**config.mk**
```make
export PLATFORM = sky130hd
export DESIGN_NAME = spi_mem_cmd_if
export DESIGN_NICKNAME = d
export VERILOG_FILES = /design/src/rtl/spi_mem_pkg.sv /design/src/rtl/spi_in_sync.sv /design/src/rtl/spi_cmd_fsm.sv /design/src/rtl/spi_tx_shift.sv /design/src/rtl/spi_mem_cmd_if.sv
export SDC_FILE = /design/constraint.sdc
export NUM_CORES = 1
export LEC_CHECK = 0
export ABC_AREA = 1
export BUFFER_PORTS_ARGS = -buffer_cell sky130_fd_sc_hd__clkbuf_2
export CAP_MARGIN = 20
export CORE_AREA = 3 3 93 95
export DETAILED_ROUTE_END_ITERATION = 10
export DIE_AREA = 0 0 96 98
export GPL_TIMING_DRIVEN = 0
export SLEW_MARGIN = 10
export SYNTH_ARGS = -nofsm -noshare
export SYNTH_HDL_FRONTEND = slang
export SYNTH_SLANG_ARGS = --single-unit
export TNS_END_PERCENT = 20
```
**constraint.sdc**
```tcl
create_clock -name clk -period 2.3 [get_ports clk]
set_clock_uncertainty 0.15 [all_clocks]
set_input_delay 0.46 -clock clk [delete_from_list [all_inputs] [get_ports clk]]
set_output_delay 0.46 -clock clk [all_outputs]
set_load 0.01 [all_outputs]
```
**src/rtl/spi_mem_pkg.sv**
```systemverilog
// Shared command codes and the command state type for the serial memory front end.
package spi_mem_pkg;

    localparam logic [7:0] CMD_WEN_SET = 8'h06;
    localparam logic [7:0] CMD_WEN_CLR = 8'h04;
    localparam logic [7:0] CMD_STAT_RD = 8'h05;
    localparam logic [7:0] CMD_STAT_WR = 8'h01;
    localparam logic [7:0] CMD_MEM_RD  = 8'h03;
    localparam logic [7:0] CMD_MEM_WR  = 8'h02;

    typedef enum logic [2:0] {
        ST_CMD,
        ST_ADR_HI,
        ST_ADR_LO,
        ST_RD_DATA,
        ST_WR_DATA,
        ST_STAT_OUT,
        ST_STAT_IN,
        ST_DROP
    } cmd_st_e;

endpackage

```
**src/rtl/spi_in_sync.sv**
```systemverilog
// Input conditioner: resynchronises select, serial clock, data and pause into clk,
// detects serial clock edges and tracks the paused state.
// Assumes the serial clock half period exceeds SYNC_STAGES+1 system cycles and SYNC_STAGES >= 2.
module spi_in_sync #(
    parameter int SYNC_STAGES = 2
) (
    input  logic clk,
    input  logic rst_n,
    input  logic ssel_n,
    input  logic sclk,
    input  logic sdi,
    input  logic pause_n,
    output logic sel,
    output logic sclk_rise,
    output logic sclk_fall,
    output logic sdi_s,
    output logic held
);
    localparam int CW = 4 * SYNC_STAGES;
    localparam logic [3:0] IDLE_V = 4'b1001;

    logic [CW-1:0] chain;
    logic [3:0]    synced;
    logic          sclk_d;

    // Shift raw pins through the synchroniser chain.
    always_ff @(posedge clk) begin
        if (!rst_n) chain <= {SYNC_STAGES{IDLE_V}};
        else        chain <= {chain[CW-5:0], ssel_n, sclk, sdi, pause_n};
    end

    assign synced = chain[CW-1 -: 4];
    assign sel    = ~synced[3];
    assign sdi_s  = synced[1];

    // Remember the previous synchronised serial clock level.
    always_ff @(posedge clk) begin
        if (!rst_n) sclk_d <= 1'b0;
        else        sclk_d <= synced[2];
    end

    // Pause state changes only while the serial clock is low; deselect clears it.
    always_ff @(posedge clk) begin
        if (!rst_n)          held <= 1'b0;
        else if (!sel)       held <= 1'b0;
        else if (!synced[2]) held <= ~synced[0];
    end

    assign sclk_rise = sel & ~held &  synced[2] & ~sclk_d;
    assign sclk_fall = sel & ~held & ~synced[2] &  sclk_d;

endmodule

```
**src/rtl/spi_cmd_fsm.sv**
```systemverilog
// Command engine: assembles bytes from rising edges, decodes the command byte,
// collects the address and drives the memory, status and write-enable strobes.
// Assumes mem_rd_data returns one cycle after mem_rd_req; requires 8 < ADDR_W <= 16.
module spi_cmd_fsm
    import spi_mem_pkg::*;
#(
    parameter int ADDR_W = 10
) (
    input  logic              clk,
    input  logic              rst_n,
    input  logic              sel,
    input  logic              sclk_rise,
    input  logic              sdi_s,
    input  logic              busy_i,
    input  logic              tx_load,
    output cmd_st_e           state,
    output logic [2:0]        bitcnt,
    output logic [ADDR_W-1:0] addr,
    output logic              rd_req,
    output logic              wr_stb,
    output logic [7:0]        wr_data,
    output logic              stat_stb,
    output logic [7:0]        stat_data,
    output logic              wel_set,
    output logic              wel_clr
);
    localparam int HI_W = ADDR_W - 8;

    logic [6:0]      shreg;
    logic [7:0]      rx_byte;
    logic            byte_done;
    logic [HI_W-1:0] adr_hi;
    logic            is_read;

    assign rx_byte   = {shreg, sdi_s};
    assign byte_done = sclk_rise && (bitcnt == 3'd7);

    // Sequence the command: bit assembly, decode, address capture and strobes.
    always_ff @(posedge clk) begin
        if (!rst_n) begin
            state     <= ST_CMD;
            bitcnt    <= '0;
            shreg     <= '0;
            addr      <= '0;
            adr_hi    <= '0;
            is_read   <= 1'b0;
            rd_req    <= 1'b0;
            wr_stb    <= 1'b0;
            wr_data   <= '0;
            stat_stb  <= 1'b0;
            stat_data <= '0;
            wel_set   <= 1'b0;
            wel_clr   <= 1'b0;
        end else begin
            rd_req   <= 1'b0;
            wr_stb   <= 1'b0;
            stat_stb <= 1'b0;
            wel_set  <= 1'b0;
            wel_clr  <= 1'b0;
            if (wr_stb) addr <= addr + 1'b1;
            if (!sel) begin
                state  <= ST_CMD;
                bitcnt <= '0;
            end else begin
                if (sclk_rise) begin
                    shreg  <= rx_byte[6:0];
                    bitcnt <= bitcnt + 1'b1;
                end
                if (byte_done) begin
                    case (state)
                        ST_CMD: begin
                            if (busy_i && rx_byte != CMD_STAT_RD) begin
                                state <= ST_DROP;
                            end else begin
                                case (rx_byte)
                                    CMD_WEN_SET: begin wel_set <= 1'b1; state <= ST_DROP; end
                                    CMD_WEN_CLR: begin wel_clr <= 1'b1; state <= ST_DROP; end
                                    CMD_STAT_RD: state <= ST_STAT_OUT;
                                    CMD_STAT_WR: state <= ST_STAT_IN;
                                    CMD_MEM_RD:  begin is_read <= 1'b1; state <= ST_ADR_HI; end
                                    CMD_MEM_WR:  begin is_read <= 1'b0; state <= ST_ADR_HI; end
                                    default:     state <= ST_DROP;
                                endcase
                            end
                        end
                        ST_ADR_HI: begin
                            adr_hi <= rx_byte[HI_W-1:0];
                            state  <= ST_ADR_LO;
                        end
                        ST_ADR_LO: begin
                            addr <= {adr_hi, rx_byte};
                            if (is_read) begin
                                rd_req <= 1'b1;
                                state  <= ST_RD_DATA;
                            end else begin
                                state  <= ST_WR_DATA;
                            end
                        end
                        ST_WR_DATA: begin
                            wr_stb  <= 1'b1;
                            wr_data <= rx_byte;
                        end
                        ST_STAT_IN: begin
                            stat_stb  <= 1'b1;
                            stat_data <= rx_byte;
                            state     <= ST_DROP;
                        end
                        default: ;
                    endcase
                end
                if (tx_load && state == ST_RD_DATA) begin
                    addr   <= addr + 1'b1;
                    rd_req <= 1'b1;
                end
            end
        end
    end

endmodule

```
**src/rtl/spi_tx_shift.sv**
```systemverilog
// Output shifter: on each active falling edge either loads a new byte (at a byte
// boundary) or shifts the next bit onto sdo. Assumes byte_i is stable at the boundary.
module spi_tx_shift (
    input  logic       clk,
    input  logic       rst_n,
    input  logic       sclk_fall,
    input  logic       active,
    input  logic       at_bound,
    input  logic [7:0] byte_i,
    output logic       sdo,
    output logic       load_o
);
    logic [6:0] rest;

    // Launch output bits on falling serial clock edges, MSB first.
    always_ff @(posedge clk) begin
        if (!rst_n) begin
            sdo    <= 1'b0;
            rest   <= '0;
            load_o <= 1'b0;
        end else begin
            load_o <= 1'b0;
            if (sclk_fall && active) begin
                if (at_bound) begin
                    sdo    <= byte_i[7];
                    rest   <= byte_i[6:0];
                    load_o <= 1'b1;
                end else begin
                    sdo  <= rest[6];
                    rest <= {rest[5:0], 1'b0};
                end
            end
        end
    end

endmodule

```
**src/rtl/spi_mem_cmd_if.sv**
```systemverilog
// Top of the serial memory command front end: joins the input conditioner, the
// command engine and the output shifter, and keeps a one-byte read prefetch.
// Assumes the system clock runs at least 8x the serial clock.
module spi_mem_cmd_if
    import spi_mem_pkg::*;
#(
    parameter int ADDR_W      = 10,
    parameter int SYNC_STAGES = 2
) (
    input  logic              clk,
    input  logic              rst_n,
    input  logic              ssel_n,
    input  logic              sclk,
    input  logic              sdi,
    input  logic              pause_n,
    output logic              sdo,
    output logic              sdo_en,
    input  logic              busy_i,
    input  logic [7:0]        status_i,
    output logic [ADDR_W-1:0] mem_addr,
    output logic              mem_rd_req,
    input  logic [7:0]        mem_rd_data,
    output logic              mem_wr_stb,
    output logic [7:0]        mem_wr_data,
    output logic              stat_wr_stb,
    output logic [7:0]        stat_wr_data,
    output logic              wel_set,
    output logic              wel_clr
);
    logic       sel, sclk_rise, sclk_fall, sdi_s, held;
    logic       tx_load, out_state, rd_pend;
    logic [2:0] bitcnt;
    logic [7:0] rd_buf, tx_byte;
    cmd_st_e    state;

    spi_in_sync #(.SYNC_STAGES(SYNC_STAGES)) u_sync (
        .clk       (clk),
        .rst_n     (rst_n),
        .ssel_n    (ssel_n),
        .sclk      (sclk),
        .sdi       (sdi),
        .pause_n   (pause_n),
        .sel       (sel),
        .sclk_rise (sclk_rise),
        .sclk_fall (sclk_fall),
        .sdi_s     (sdi_s),
        .held      (held)
    );

    spi_cmd_fsm #(.ADDR_W(ADDR_W)) u_fsm (
        .clk       (clk),
        .rst_n     (rst_n),
        .sel       (sel),
        .sclk_rise (sclk_rise),
        .sdi_s     (sdi_s),
        .busy_i    (busy_i),
        .tx_load   (tx_load),
        .state     (state),
        .bitcnt    (bitcnt),
        .addr      (mem_addr),
        .rd_req    (mem_rd_req),
        .wr_stb    (mem_wr_stb),
        .wr_data   (mem_wr_data),
        .stat_stb  (stat_wr_stb),
        .stat_data (stat_wr_data),
        .wel_set   (wel_set),
        .wel_clr   (wel_clr)
    );

    // Capture read data in the cycle after each request.
    always_ff @(posedge clk) begin
        if (!rst_n) begin
            rd_pend <= 1'b0;
            rd_buf  <= '0;
        end else begin
            rd_pend <= mem_rd_req;
            if (rd_pend) rd_buf <= mem_rd_data;
        end
    end

    assign out_state = (state == ST_RD_DATA) || (state == ST_STAT_OUT);
    assign tx_byte   = (state == ST_STAT_OUT) ? status_i : rd_buf;
    assign sdo_en    = sel && !held && out_state;

    spi_tx_shift u_tx (
        .clk       (clk),
        .rst_n     (rst_n),
        .sclk_fall (sclk_fall),
        .active    (out_state),
        .at_bound  (bitcnt == 3'd0),
        .byte_i    (tx_byte),
        .sdo       (sdo),
        .load_o    (tx_load)
    );

endmodule

```
# --- Word-level counts from Yosys, hierarchy flattened ---
# Index checks and enable logic that the tools add are counted.
op_classes:
  add_sub_neg: 2
  n_eq_ne: 14
  mux: 22
  n_bitwise: 14
  reduce_logical: 23
ops:
  columns: ["op", "count"]
  rows:
  - ["two-way mux 10 bit", 5]
  - ["== test 8 x 3 -> 1 bit (second input constant)", 3]
  - ["== test 8 x 2 -> 1 bit (second input constant)", 2]
  - ["== test 3 bit (second input constant)", 4]
  - ["case mux 3 bit (4 select lines)", 1]
  - ["adder 10 x 1 -> 10 bit (second input constant)", 1]
  - ["two-way mux 1 bit", 10]
  - ["NOT 1 bit", 9]
  - ["case mux 3 bit (3 select lines)", 1]
  - ["AND reduction 3 bit", 3]
  - ["== test 8 x 1 -> 1 bit (second input constant)", 1]
  - ["two-way mux 8 bit", 1]
  - ["!= test 8 x 3 -> 1 bit (second input constant)", 1]
  - ["two-way mux 7 bit", 1]
  - ["== test 3 x 2 -> 1 bit (second input constant)", 2]
  - ["logical AND 1 bit", 6]
  - ["zero test 3 bit", 2]
  - ["two-way mux 3 bit", 2]
  - ["AND reduction 2 bit", 3]
  - ["bitwise AND 1 bit", 5]
  - ["AND reduction 5 bit", 1]
  - ["OR reduction 5 bit", 1]
  - ["nonzero test 4 bit", 1]
  - ["OR reduction 2 bit", 2]
  - ["7 further kinds", 7]
word_totals:
  ff_bits: 75
  output_inout_bits: 33

# --- Longest topological paths before layout ---
# Gate-level depths: netlist of the first run.
logic_depth:
  depth_word: 8
  mapped_depth: 10
  mapped_depth_nobuf: 10

# --- By module ---
# A second synthesis of the first run with hierarchy kept.
hier_totals:
  cells_unflattened: 534
  area_unflattened_um2: 3679.8
modules_own_cells:
  columns: ["mod", "instances", "cells_per_inst", "area_each_um2", "seq_area_each_um2"]
  rows:
  - ["spi_cmd_fsm", 1, 356, 2422.3, 940.9]
  - ["spi_mem_cmd_if", 1, 70, 495.5, 180.2]
  - ["spi_tx_shift", 1, 67, 431.7, 180.2]
  - ["spi_in_sync", 1, 41, 330.3, 200.2]

# --- Worst setup path after synthesis of the first run ---
# No wires, ideal clock.
synth_timing:
  kind: "register -> output"
  startpoint: "register u_fsm.state[2]"
  endpoint: "output port sdo_en"
  arrival_ps: 1042
  required_ps: 1690
  path_slack_ps: 648
  stages_incl_launch_ff: 7
  path_cell_list: "dfxtp_1 > inv_2 > nor2_4 > nand2_4 > o21ai_2 > nand2_4 > inv_1"
synth_via:
  elab_chain_len: 3
  word_cells_on_any_way: 4
synth_lines:
  columns: ["element", "line_no", "source"]
  rows:
  - ["from (decl)", "spi_cmd_fsm.sv:16", "output cmd_st_e state,"]
  - ["from (signal assigned)", "spi_cmd_fsm.sv:41", "state <= ST_CMD;"]
  - ["from (signal assigned)", "spi_cmd_fsm.sv:62", "state <= ST_CMD;"]
  - ["from (signal assigned)", "spi_cmd_fsm.sv:73", "state <= ST_DROP;"]
  - ["== test 3 x 2 -> 1 bit or == test 3 bit (tied branches)", "spi_mem_cmd_if.sv:81", "assign out_state = (state == ST_RD_DATA) || (state == ST_STAT_OUT);"]
  - ["logical OR 1 bit (*)", "spi_mem_cmd_if.sv:81", null]
  - ["logical AND 1 bit (*)", "spi_mem_cmd_if.sv:83", "assign sdo_en = sel && !held && out_state;"]
  - ["to (decl)", "spi_mem_cmd_if.sv:17", "output logic sdo_en,"]
# Mark *: on every way between the ends. The rest lies on a longest branch, timed or not.

# --- Worst setup path in the final report of the first run ---
# Ends and elaborated chain as after synthesis.

==> out/metrics.yaml, run 1 <==
outcome:
  status: "completed"
pwr:
  p_leak_nw: 2.00
  vdd_drop_max_mv: 0.398
  power_density_mw_per_mm2: 630
cts:
  clock-sinks: 75
  clockRootBuffer: "clkbuf_8"
  clk_latency_ns: 0.36
  cts_tree: "done"
  cts.clk_slew.worst_paths_ns: 0.07
  numCtsBuffers: 9
  htreeDepth: 3
  cts_resized: 0
  cts_setup_buffers: 0
  clock_path_buffers: 2
  ctsHoldBuffers: 0
route:
  dr.pass1.iters: 4
  ant_nets: 0
  wl_um: 9080
  drtIter0Drc: 120
  drc_errors: 0
  routedWlPerCell_um: 13.5
  vias: 3349
  via_per_inst: 4.96
floorplan:
  core_mm2: 0.00781
  die_area_mm2: 0.00941
  initial_core_util_pct: 45.1
  pin_count: 56
  rows: 32
  dieHeight_um: 98
  dieWidth_um: 96
sta:
  rsz0062_at_grt: "false"
  drv_slew: 0
  final.setup.tns_ns: 0
  finalCritPeriodShare_pct: 91.8
  maxClockFrequency_ghz: 0.474
  relSlewSlack_pct: 64.9
  hold_viol: 0
  worstMarginPinSlew_ns: 0.527
  fin_crit_ns: 2.11
  setup_viol: 0
grt:
  use_met3_pct: 3.47
  met1_usage_pct: 28.2
  grt_start_max_net_pins: 13
  globalRouteOverflowTotal: 0
  grt_antenna_before_repair: 0
  grt_use_total_pct: 20.3
  grt-busiest-layer: "met2"
  use_met2_pct: 31.4
  grt_pass1_vias: 3092
  grt_pass1_wl_um: 15200
placement:
  routabilityCongestion: 0.862
  io_buffers: 55
  hpwl_um: 6770
logic_synthesis:
  syn_inst: 502
  avgSynthCellArea_um2: 7.02
  synthFlopType: "dfxtp_1"
  ys_seq_area_share_pct: 42.6
  synthAdderAreaFrac_pct: 1.42
  yosysWarnings: 0
  synth_xor_area_share_pct: 0.497
  synth_compound_area_share_pct: 18.5
  async_flop_share_pct: 0
  synth.mux.area_fraction_pct: 0
  netlist_area_mm2: 0.00352
  synth.distinct_cells: 33
  synthSimpleGateAreaFrac_pct: 29.0
  synth_seq_cells: 75
  synth_nets: 529
  synth-edff-count: 0
  synth_top_family_by_area: "simple AND/OR/NAND/NOR gates"
critical_path:
  worst_setup_path_start_kind: "flip-flop"
  path_class: "reg -> out"
  arrival_ns: 1.50
  crit_path_end_kind: "output port"
  crit_fanout: 9
  reg2reg_depth: 7
  worstPathRequired_ns: 1.69
final_layout:
  layout.nets: 595
  drive_gt1_share_pct: 17.8
  utilization_pct: 53.2
  syn2layout_area_growth_pct: 17.9
  final_cell_mix: "108 x nand2_1, 74 x dfxtp_1, 66 x nor2_1, 65 x a21oi_1, 55 x clkbuf_2"
  final_common_cell: "nand2_1"
  antennaDiodeCount: 0
hold_path:
  hold_class: "in -> reg"
  whs_path_depth: 3
flow_run:
  maxCapViolCount: 0
==> layout make-up <==
type	count	area, µm²
clock inverter	4	72.6
clock buffer	12	155
fill	815	3650
buffer	18	93.8
tap	102	128
sequential	75	1500
timing repair buffer	55	275
multi-input combinational	360	1740
inverter	49	184
==> stage by stage <==
| step | instance area (µm²) | worst slack, ns | cells | total power [mW] | hold WS (ns) |
|---|---|---|---|---|---|
| floorplan | 3520 | 0.648 | 502 | 1.43 | 0.240 |
| global placement | 3930 | 0.339 | 659 | 1.48 | 0.245 |
| detailed placement | 3930 | 0.333 | 659 | 1.48 | 0.251 |
| CTS | 4150 | 0.0193 | 675 | 2.63 | 0.125 |
| global route | 4150 | 0.0791 | 675 | 2.72 | 0.138 |
| finish | 4150 | 0.189 | 675 | 2.62 | 0.135 |
==> critical path, stage by stage, from the launching register on <==
cell and delay [ns]:
dfxtp_2 0.44, inv_2 0.13, nor2_4 0.12, nand2_4 0.09, o21ai_2 0.09, nand2_4 0.09
inv_1 0.06, clkbuf_2 0.12
==> power by group <==
part / switching [mW] / internal [mW]
registers: 0.0134 / 1.31
logic: 0.0773 / 0.0469
clock network: 0.497 / 0.669
total: 0.588 / 2.03
==> synthesized netlist by cell type, types with 4 or more instances <==
cell type,number,area (µm²)
o21ai_0,53,265
buf_4,4,30.0
nand3_1,33,165
nor2_1,66,248
inv_1,46,173
clkbuf_1,9,33.8
a21oi_1,65,325
ha_1,4,50.1
nand2_1,108,405
or2_2,5,31.3
dfxtp_1,75,1500
==> state kept, by name, indices dropped and copies added, names as in the netlist, 2 cells and up <==
| signal | cells |
|---|---|
| u_fsm.addr | 10 |
| u_sync.chain | 8 |
| u_fsm.shreg | 7 |
| u_tx.rest | 7 |
| rd_buf | 8 |
| u_fsm.stat_data | 8 |
| u_fsm.wr_data | 8 |
| u_fsm.state | 3 |
| u_fsm.adr_hi | 2 |
| u_fsm.bitcnt | 3 |
==> worst paths after layout <==
path / start / end / slack, ns
worst max-delay path: u_fsm.state[2] / sdo_en / 0.19
worst min-delay path: sclk / u_sync.chain[2] / 0.14
worst max register to register: u_fsm.bitcnt[0] / u_fsm.wr_data[7] / 0.34
worst min register to register: u_sync.chain[4] / u_sync.held / 0.26
==> cell families after synthesis <==
logic type | after synthesis
simple gates | 228
compound gates | 126
flops | 75
buf+inv | 67
fa+ha+maj | 4
xor+xnor | 2
==> metal layers <==
metal,part of all wire (%),vias up
met5,0,-
met4,0.89,0
met3,4.1,9
met2,46,60
met1,49,1507
li1,-,1773
Note: power is estimated with default switching activity, not from simulation.
==> inputs of run 2 (changes only) <==
--- a/config.mk
+++ b/config.mk
@@ -8,10 +8,12 @@
 export ABC_AREA = 1
 export BUFFER_PORTS_ARGS = -buffer_cell sky130_fd_sc_hd__clkbuf_2
 export CAP_MARGIN = 20
-export CORE_AREA = 3 3 93 95
+export CORE_AREA = 3 3 85 87
 export DETAILED_ROUTE_END_ITERATION = 10
-export DIE_AREA = 0 0 96 98
+export DIE_AREA = 0 0 88 90
 export GPL_TIMING_DRIVEN = 0
+export HOLD_SLACK_MARGIN = 0.12
+export PLACE_DENSITY = 0.75
 export SLEW_MARGIN = 10
 export SYNTH_ARGS = -nofsm -noshare
 export SYNTH_HDL_FRONTEND = slang
==> out/metrics.yaml, run 2 (same netlist as run 1, synthesis figures left out) <==
outcome:
  status: "completed"  # unchanged
cts:
  numCtsBuffers: 9  # unchanged
  clock-sinks: 75  # unchanged
  clockRootBuffer: "clkbuf_8"  # unchanged
  clock_path_buffers: 2  # unchanged
  cts_resized: 0  # unchanged
  cts_setup_buffers: 0  # unchanged
  htreeDepth: 3  # unchanged
  clk_latency_ns: 0.35  # was 0.36 ns
  cts_tree: "done"  # unchanged
  cts.clk_slew.worst_paths_ns: 0.08  # was 0.07 ns
  ctsHoldBuffers: 0  # unchanged
final_layout:
  largest_reg_flops: 10  # unchanged
  fin_area_mm2: 0.00412  # was 0.00415 mm²
  drive_gt1_share_pct: 18.0  # was 17.8%
  layout.nets: 595  # unchanged
  final_cell_mix: "108 x nand2_1, 74 x dfxtp_1, 66 x nor2_1, 65 x a21oi_1, 55 x clkbuf_2"  # unchanged
  antennaDiodeCount: 0  # unchanged
  largest_register: "u_fsm.addr"  # unchanged
  syn2layout_area_growth_pct: 16.9  # was 17.9%
  final_common_cell: "nand2_1"  # unchanged
  stdcell_count: 650  # was 675
critical_path:
  path_class: "reg -> out"  # unchanged
  crit_fanout: 9  # unchanged
  worst_setup_path_start_kind: "flip-flop"  # unchanged
  worstPathRequired_ns: 1.69  # about the same
  arrival_ns: 1.49  # was 1.50 ns
  crit_path_end_kind: "output port"  # unchanged
grt:
  grt_pass1_vias: 3185  # was 3092
  grt_pass1_wl_um: 14500  # was 15200 µm
  globalRouteOverflowTotal: 0  # unchanged
  grt_use_total_pct: 22.7  # was 20.3%
  grt_antenna_before_repair: 1  # was 0
  grt_start_max_net_pins: 15  # was 13
floorplan:
  dieWidth_um: 88  # was 96 µm
  rows: 29  # was 32
  core_mm2: 0.00642  # was 0.00781 mm²
  initial_core_util_pct: 54.8  # was 45.1%
  pin_count: 56  # unchanged
  die_area_mm2: 0.00792  # was 0.00941 mm²
  dieHeight_um: 90  # was 98 µm
sta:
  relSlewSlack_pct: 66.6  # was 64.9%
  rsz0062_at_grt: "false"  # unchanged
  fin_crit_ns: 2.10  # was 2.11 ns
  setup_viol: 0  # unchanged
  maxClockFrequency_ghz: 0.476  # was 0.474 GHz
  hold_ws_ns: 0.134  # was 0.135 ns
  hold_viol: 0  # unchanged
  worstMarginPinSlew_ns: 0.502  # was 0.527 ns
  drv_slew: 0  # unchanged
  finalCritPeriodShare_pct: 91.3  # was 91.8%
  final.setup.tns_ns: 0  # unchanged
flow_run:
  maxCapViolCount: 0  # unchanged
route:
  vias: 3470  # was 3349
  routedWlPerCell_um: 13.2  # was 13.5 µm
  drc_errors: 0  # unchanged
  drtIter0Drc: 214  # was 120
  wl_um: 8570  # was 9080 µm
  via_per_inst: 5.34  # was 4.96
  dr.pass1.iters: 5  # was 4
  ant_nets: 0  # unchanged
placement:
  io_buffers: 55  # unchanged
  dp.cells: 634  # was 659
  hpwl_um: 6350  # was 6770 µm
  place_area_mm2: 0.00389  # was 0.00393 mm²
  routabilityCongestion: 0.863  # was 0.862
pwr:
  power_density_mw_per_mm2: 625  # was 630 mW/mm²
  p_leak_nw: 1.99  # was 2.00 nW
  vdd_drop_max_mv: 0.461  # was 0.398 mV
hold_path:
  hold_class: "in -> reg"  # unchanged
## run 2: cell types whose count changed in the layout (fill, tap and decap cells not counted)
| cell | delta |
|---|---|
| clkinv_4 | +1 |
| inv_6 | +1 |
| clkinv_2 | -1 |
| clkbuf_1 | -1 |
| clkbuf_8 | -2 |
| clkinvlp_4 | +2 |
## run 2: area by class of cell
class | instances | area (µm²)
clock inverters | 7 | 100
inverters | 49 | 184
fillers | 612 | 2300
flip-flops and latches | 75 | 1500
multi-input cells | 360 | 1740
well taps | 77 | 96.3
repair buffers | 55 | 275
clock buffers | 9 | 124
plain buffers | 18 | 93.8
## run 2: final timing paths
kind	end	slack [ns]	cells after the start	startpoint
max	sdo_en	0.20	7	u_fsm.state[2]
min	u_sync.chain[1]	0.13	3	sdi
max reg2reg	u_fsm.wr_data[7]	0.37	7	u_fsm.bitcnt[0]
min reg2reg	u_sync.chain[6]	0.26	2	u_sync.chain[2]
## run 2: routing by layer
metal	up-vias	routed length (µm)	global-route usage (%)
li1	1771	-	-
met1	1568	3850	29.5
met2	117	4030	36.0
met3	12	566	4.48
met4	2	117	9.72
met5	-	13	0
## run 2: stage by stage
stage / utilization (%) / setup slack (ns) / power [mW]
2_1_floorplan: - / 0.648 / 1.43
3_3_place_gp: 60.6 / 0.416 / 1.47
3_5_place_dp: 60.6 / 0.380 / 1.48
4_1_cts: 64.1 / 0.0494 / 2.59
5_1_grt: 64.1 / 0.100 / 2.67
6_report: 64.1 / 0.201 / 2.57
## run 2: worst max-delay path: stages, from the launching register on
cell and delay [ns]:
dfxtp_2 0.44, inv_2 0.13, nor2_4 0.12, nand2_4 0.09, o21ai_2 0.09, nand2_4 0.09
inv_1 0.06, clkbuf_2 0.12
## run 2: power by group
part / switching (mW) / internal [mW] / total (mW)
clock: 0.509 / 0.615 / 1.12
combinational: 0.0763 / 0.0469 / 0.123
sequential: 0.0130 / 1.31 / 1.33
total: 0.599 / 1.98 / 2.57
